File: config.mk
export PLATFORM = sky130hd
export DESIGN_NAME = seg_xlate
export DESIGN_NICKNAME = d
export VERILOG_FILES = /design/src/rtl/seg_xlate_pkg.sv /design/src/rtl/seg_cfg_regs.sv /design/src/rtl/seg_entry_cache.sv /design/src/rtl/seg_check.sv /design/src/rtl/seg_xlate.sv
export SDC_FILE = /design/constraint.sdc
export NUM_CORES = 1
export LEC_CHECK = 0
export BUFFER_PORTS_ARGS = -buffer_cell sky130_fd_sc_hd__buf_2
export CORE_MARGIN = 4
export CORE_UTILIZATION = 40
export DETAILED_ROUTE_END_ITERATION = 8
export GPL_ROUTABILITY_DRIVEN = 0
export SYNTH_ARGS = -nofsm -noshare
export SYNTH_HDL_FRONTEND = slang
export SYNTH_SLANG_ARGS = --single-unit
File: constraint.sdc
create_clock -name clk_i -period 4.4 [get_ports clk_i]
set_clock_uncertainty 0.15 [all_clocks]
set_input_delay 0.88 -clock clk_i [delete_from_list [all_inputs] [get_ports clk_i]]
set_output_delay 0.88 -clock clk_i [all_outputs]
set_load 0.03 [all_outputs]
File: src/rtl/seg_xlate_pkg.sv
package seg_xlate_pkg;
  typedef enum logic [2:0] {
    CAUSE_NONE    = 3'd0,
    CAUSE_RANGE   = 3'd1,
    CAUSE_INVALID = 3'd2,
    CAUSE_LIMIT   = 3'd3,
    CAUSE_PERM    = 3'd4
  } cause_e;

  typedef enum logic [1:0] {
    ACC_READ  = 2'd0,
    ACC_WRITE = 2'd1,
    ACC_EXEC  = 2'd2,
    ACC_RSVD  = 2'd3
  } acc_e;

  typedef enum logic {
    ST_IDLE  = 1'b0,
    ST_FETCH = 1'b1
  } st_e;
endpackage

File: src/rtl/seg_cfg_regs.sv
module seg_cfg_regs #(
  parameter int AW = 16,
  parameter int SW = 4
) (
  input  logic          clk_i,
  input  logic          rst_ni,
  input  logic          wr_i,
  input  logic          sel_i,
  input  logic [AW-1:0] data_i,
  output logic [AW-1:0] origin_o,
  output logic [SW:0]   len_o
);
  always_ff @(posedge clk_i or negedge rst_ni) begin
    if (!rst_ni) begin
      origin_o <= '0;
      len_o    <= '0;
    end else if (wr_i) begin
      if (sel_i) len_o    <= data_i[SW:0];
      else       origin_o <= data_i;
    end
  end
endmodule

File: src/rtl/seg_entry_cache.sv
module seg_entry_cache #(
  parameter int SW = 4,
  parameter int EW = 28
) (
  input  logic          clk_i,
  input  logic          rst_ni,
  input  logic          clear_i,
  input  logic          fill_i,
  input  logic [SW-1:0] fill_seg_i,
  input  logic [EW-1:0] fill_entry_i,
  input  logic [SW-1:0] look_seg_i,
  output logic          hit_o,
  output logic [EW-1:0] entry_o
);
  logic          vld_q;
  logic [SW-1:0] seg_q;

  always_ff @(posedge clk_i or negedge rst_ni) begin
    if (!rst_ni) begin
      vld_q   <= 1'b0;
      seg_q   <= '0;
      entry_o <= '0;
    end else if (clear_i) begin
      vld_q <= 1'b0;
    end else if (fill_i) begin
      vld_q   <= 1'b1;
      seg_q   <= fill_seg_i;
      entry_o <= fill_entry_i;
    end
  end

  assign hit_o = vld_q && (seg_q == look_seg_i);
endmodule

File: src/rtl/seg_check.sv
module seg_check
  import seg_xlate_pkg::*;
#(
  parameter int AW = 16,
  parameter int OW = 8,
  parameter int EW = AW + OW + 4
) (
  input  logic [EW-1:0] entry_i,
  input  logic [OW-1:0] off_i,
  input  logic [1:0]    acc_i,
  output cause_e        cause_o,
  output logic [AW-1:0] paddr_o
);
  localparam int PB = AW + OW;

  logic [AW-1:0] base;
  logic [OW-1:0] limit;
  logic [2:0]    perm;
  logic          valid;
  logic          allowed;

  assign base  = entry_i[AW-1:0];
  assign limit = entry_i[AW+:OW];
  assign perm  = entry_i[PB+:3];
  assign valid = entry_i[PB+3];

  always_comb begin
    unique case (acc_e'(acc_i))
      ACC_READ:  allowed = perm[0];
      ACC_WRITE: allowed = perm[1];
      ACC_EXEC:  allowed = perm[2];
      default:   allowed = 1'b0;
    endcase
  end

  always_comb begin
    if (!valid)              cause_o = CAUSE_INVALID;
    else if (off_i >= limit) cause_o = CAUSE_LIMIT;
    else if (!allowed)       cause_o = CAUSE_PERM;
    else                     cause_o = CAUSE_NONE;
  end

  assign paddr_o = base + AW'(off_i);
endmodule

File: src/rtl/seg_xlate.sv
module seg_xlate
  import seg_xlate_pkg::*;
#(
  parameter int AW = 16,
  parameter int SW = 4,
  parameter int OW = 8
) (
  input  logic               clk_i,
  input  logic               rst_ni,
  input  logic               cfg_wr_i,
  input  logic               cfg_sel_i,
  input  logic [AW-1:0]      cfg_data_i,
  input  logic               req_valid_i,
  input  logic [SW-1:0]      req_seg_i,
  input  logic [OW-1:0]      req_off_i,
  input  logic [1:0]         req_acc_i,
  output logic               mem_req_o,
  output logic [AW-1:0]      mem_addr_o,
  input  logic               mem_rvalid_i,
  input  logic [AW+OW+3:0]   mem_rdata_i,
  output logic               busy_o,
  output logic               done_o,
  output logic               fault_o,
  output logic [2:0]         cause_o,
  output logic [AW-1:0]      paddr_o
);
  localparam int EW = AW + OW + 4;

  st_e           state_q;
  logic [SW-1:0] seg_q;
  logic [OW-1:0] off_q;
  logic [1:0]    acc_q;
  logic [AW-1:0] addr_q;

  logic [AW-1:0] cfg_origin;
  logic [SW:0]   cfg_len;
  logic          hit_raw;
  logic [EW-1:0] cache_entry;
  logic          accept, in_range, hit, fill;
  logic [EW-1:0] chk_entry;
  logic [OW-1:0] chk_off;
  logic [1:0]    chk_acc;
  cause_e        chk_cause;
  logic [AW-1:0] chk_paddr;

  seg_cfg_regs #(.AW(AW), .SW(SW)) u_cfg (
    .clk_i    (clk_i),
    .rst_ni   (rst_ni),
    .wr_i     (cfg_wr_i),
    .sel_i    (cfg_sel_i),
    .data_i   (cfg_data_i),
    .origin_o (cfg_origin),
    .len_o    (cfg_len)
  );

  // a config write in the fill cycle wins: the store stays empty
  assign fill = (state_q == ST_FETCH) && mem_rvalid_i && !cfg_wr_i;

  seg_entry_cache #(.SW(SW), .EW(EW)) u_cache (
    .clk_i        (clk_i),
    .rst_ni       (rst_ni),
    .clear_i      (cfg_wr_i),
    .fill_i       (fill),
    .fill_seg_i   (seg_q),
    .fill_entry_i (mem_rdata_i),
    .look_seg_i   (req_seg_i),
    .hit_o        (hit_raw),
    .entry_o      (cache_entry)
  );

  assign accept   = (state_q == ST_IDLE) && req_valid_i;
  assign in_range = {1'b0, req_seg_i} < cfg_len;
  assign hit      = hit_raw && !cfg_wr_i;

  always_comb begin
    if (state_q == ST_FETCH) begin
      chk_entry = mem_rdata_i;
      chk_off   = off_q;
      chk_acc   = acc_q;
    end else begin
      chk_entry = cache_entry;
      chk_off   = req_off_i;
      chk_acc   = req_acc_i;
    end
  end

  seg_check #(.AW(AW), .OW(OW), .EW(EW)) u_check (
    .entry_i (chk_entry),
    .off_i   (chk_off),
    .acc_i   (chk_acc),
    .cause_o (chk_cause),
    .paddr_o (chk_paddr)
  );

  always_ff @(posedge clk_i or negedge rst_ni) begin
    if (!rst_ni) begin
      state_q <= ST_IDLE;
      seg_q   <= '0;
      off_q   <= '0;
      acc_q   <= '0;
      addr_q  <= '0;
      done_o  <= 1'b0;
      fault_o <= 1'b0;
      cause_o <= '0;
      paddr_o <= '0;
    end else begin
      done_o <= 1'b0;
      unique case (state_q)
        ST_IDLE: begin
          if (accept) begin
            if (!in_range) begin
              done_o  <= 1'b1;
              fault_o <= 1'b1;
              cause_o <= CAUSE_RANGE;
              paddr_o <= '0;
            end else if (hit) begin
              done_o  <= 1'b1;
              fault_o <= (chk_cause != CAUSE_NONE);
              cause_o <= chk_cause;
              paddr_o <= (chk_cause == CAUSE_NONE) ? chk_paddr : '0;
            end else begin
              state_q <= ST_FETCH;
              seg_q   <= req_seg_i;
              off_q   <= req_off_i;
              acc_q   <= req_acc_i;
              addr_q  <= cfg_origin + AW'(req_seg_i);
            end
          end
        end
        ST_FETCH: begin
          if (mem_rvalid_i) begin
            state_q <= ST_IDLE;
            done_o  <= 1'b1;
            fault_o <= (chk_cause != CAUSE_NONE);
            cause_o <= chk_cause;
            paddr_o <= (chk_cause == CAUSE_NONE) ? chk_paddr : '0;
          end
        end
        default: state_q <= ST_IDLE;
      endcase
    end
  end

  assign mem_req_o  = (state_q == ST_FETCH);
  assign mem_addr_o = addr_q;
  assign busy_o     = (state_q != ST_IDLE);
endmodule

==> results.json <==
{
  "ys_types": 53,
  "dp_hpwl_um": 9740,
  "die_area_um2": 16500,
  "cts_tree": "built",
  "synth_top_area_frac": 0.458,
  "hold_path_class": "register to register",
  "synth_most_common_cell": "dfrtp_1",
  "holdBufCountCts": 0,
  "grt-ovfl-total": 0,
  "vias_per_cell": 5.24,
  "totalWireLength_um": 12600,
  "tightest_slew_ns": 0.815,
  "dr.pass1.iters": 4,
  "port_buffers": 102,
  "yosysWarnings": 0,
  "fin_nets": 666,
  "slowest_stage": "dfrtp_2",
  "critical-path-top-delay-family": "compound AO/OA/AOI/OAI gates",
  "period_needed_ns": 3.48,
  "path_cells": "mux2i_1 -> inv_1 -> ha_1 -> fa_1 -> a21o_1 -> a221oi_2 -> a211oi_1 -> xor2_1 -> nor2_1 -> o41ai_2",
  "final_layout_size_suffix_gt1_frac": 0.400,
  "cts_buffers": 9,
  "crit_type": "register to register",
  "grt_pass1_vias": 4115,
  "start_util": 0.412,
  "synth-seq-cells": 106,
  "worst_slack_ns": 0.918,
  "pre_cts_ws_ns": 0.887,
  "diodes": 0,
  "period_share": 0.791,
  "area_delta_synth_final_pct": 16.6,
  "p_clk_frac": 0.195,
  "cts_max_level": 3,
  "antenna_found_initial": 3,
  "status": "complete, no violations",
  "worst-path-buf-inv": 1,
  "maxSlewHeadroom": 0.457,
  "yosys-top-cells-count": "106 x dfrtp_1, 77 x mux2_2, 30 x nand2_1",
  "cts_resized": 0,
  "hold_viol_final": 0,
  "p_comb_frac": 0.443,
  "clock_latency_ns": 0.35,
  "drt_iter0_drc": 141,
  "place_inst": 746,
  "synthArstFlopShare": 1.00,
  "cap_violations": 0,
  "postSynthAreaPerCell_um2": 12.0,
  "grt_use_total": 0.161,
  "seqPwrFrac": 0.362,
  "grt_max_degree": 60,
  "leakage_nw": 3.15,
  "cp_slowest_stage_delay_ns": 0.82,
  "synth_edf_count": 0,
  "slew_violations": 0,
  "cts.sinks": 106,
  "worstPathMaxFanout": 31,
  "ys.flop_type": "dfrtp_1",
  "clkTransAtPathRegs_ns": 0.07,
  "seq_area_frac_synth": 0.458,
  "synth_area_leaders": "dfrtp_1 46%, mux2_2 15%, ha_1 5.0%, xor2_1 3.2%, mux2_4 2.9%",
  "fmax_mhz": 287,
  "postRouteAntennaNets": 0,
  "cp-start-kind": "register",
  "peakVddDrop_v": 0.000282,
  "synth.cell_area_um2": 5790,
  "power_switching_mw": 1.66,
  "avgRoutedWirePerCell_um": 16.5,
  "synth_area_leader_cell": "dfrtp_1",
  "cp-end-kind": "register",
  "core_area_um2": 14000,
  "p_int_mw": 2.62,
  "syn_nets": 570,
  "rows": 43,
  "stdcell_count": 762,
  "die_h_um": 128,
  "pin_count": 103,
  "rsz0062_at_grt": "false",
  "syn_inst": 481,
  "power_density_nw_per_um2": 634,
  "place_area_um2": 6440,
  "critical_path_required_ns": 4.50,
  "drc": 0,
  "clockBufferDepth": 2,
  "cts_setup_buffers": 0,
  "switching_share": 0.388,
  "setup_tns_ns": 0,
  "die_x_um": 128,
  "root_buffer": "clkbuf_16",
  "grt_pass1_wl_um": 20700,
  "worstPathArrival_ns": 3.59,
  "design_area_um2": 6750,
  "setup_viol": 0,
  "num_vias": 3995
}
kinds of logic (layout without fill, tap and decap cells):
| logic type | Yosys count | in the layout | synth area share |
|---|---|---|---|
| XOR/XNOR | 32 | 32 | 0.0484 |
| AND/OR/NAND/NOR | 74 | 74 | 0.0683 |
| flip-flops | 106 | 106 | 0.458 |
| multiplexers | 103 | 103 | 0.204 |
| adder cells (fa/ha/maj) | 25 | 25 | 0.0566 |
| buffers and inverters | 39 | 140 | 0.0348 |
| AO/OA/AOI/OAI | 102 | 102 | 0.129 |
metrics by stage:
stage | total power, mW | utilization | hold WS (ns)
final | 4.28 | 0.481 | 0.325
after global routing | 4.59 | 0.481 | 0.360
after CTS | 4.35 | 0.481 | 0.336
after detailed placement | 3.49 | 0.458 | 0.320
after global placement | 3.43 | 0.458 | 0.307
after floorplan | 2.99 | - | 0.296
worst paths after layout:
| check | startpoint | to | slack (ns) | cells after the start |
|---|---|---|---|---|
| setup / recovery | busy_o | paddr_o[10] | 0.92 | 10 |
| hold / removal | mem_addr_o[11] | mem_addr_o[11] | 0.33 | 2 |
| setup reg to reg | busy_o | paddr_o[10] | 0.92 | 10 |
| hold reg to reg | mem_addr_o[11] | mem_addr_o[11] | 0.33 | 2 |
| max in group asynchronous | rst_ni | paddr_o[7] | 2.78 | 2 |
| min in group asynchronous | rst_ni | done_o | 0.46 | 1 |
flip-flops by register name, summed over array words and instances (netlist names):
name	count
u_cache.seg_q	4
done_o	1
u_cache.entry_o	28
u_cache.vld_q	1
paddr_o	16
acc_q	2
off_q	8
fault_o	1
mem_addr_o	16
cause_o	3
u_cfg.origin_o	16
busy_o	1
seg_q	4
u_cfg.len_o	5
area by class of cell:
class / instances / area (um2)
Fill cell: 1276 / 7290
Multi-Input combinational cell: 336 / 2940
Sequential cell: 106 / 2650
Timing Repair Buffer: 109 / 566
Clock buffer: 11 / 253
Tap cell: 180 / 225
Clock inverter: 5 / 62.6
Inverter: 15 / 56.3
layout by cell type (no fill, tap or decap), drive strengths merged, types with 3 or more instances in the layout:
master	n
mux2i	15
dfrtp	106
o21bai	3
nand2b	3
o31ai	11
nand4	6
a21o	7
inv	15
xnor2	11
and3	6
o21a	3
mux2	88
nor2	7
a21oi	10
o21ai	33
nand3b	4
nand3	8
ha	23
buf	109
o211ai	18
clkbuf	11
a211oi	7
nand2	31
xor2	21
power groups by stage:
stage / clock network [mW] / logic, mW / registers (mW)
floorplan: 0 / 1.22 / 1.77
global placement: 0 / 1.87 / 1.56
CTS: 0.868 / 1.92 / 1.56
detailed placement: 0 / 1.92 / 1.57
global route: 0.902 / 2.08 / 1.60
finish: 0.833 / 1.90 / 1.55
worst register-to-register path: cells and delay by family, from the launching register on:
kind | cells | cell delay, ns
AO/OA/AOI/OAI | 4 | 1.07
flip-flops | 1 | 0.82
adder cells (fa/ha/maj) | 2 | 0.66
multiplexers | 1 | 0.35
XOR/XNOR | 1 | 0.17
buffers and inverters | 1 | 0.10
AND/OR/NAND/NOR | 1 | 0.06
metal layers:
metal | routed length, um | track usage | vias up
li1 | - | - | 1934
met1 | 5440 | 0.194 | 1944
met5 | 38 | 0 | -
met3 | 812 | 0.0508 | 22
met4 | 216 | 0.0537 | 6
met2 | 6090 | 0.273 | 89
No activity file was read; power rests on OpenSTA's default activity.
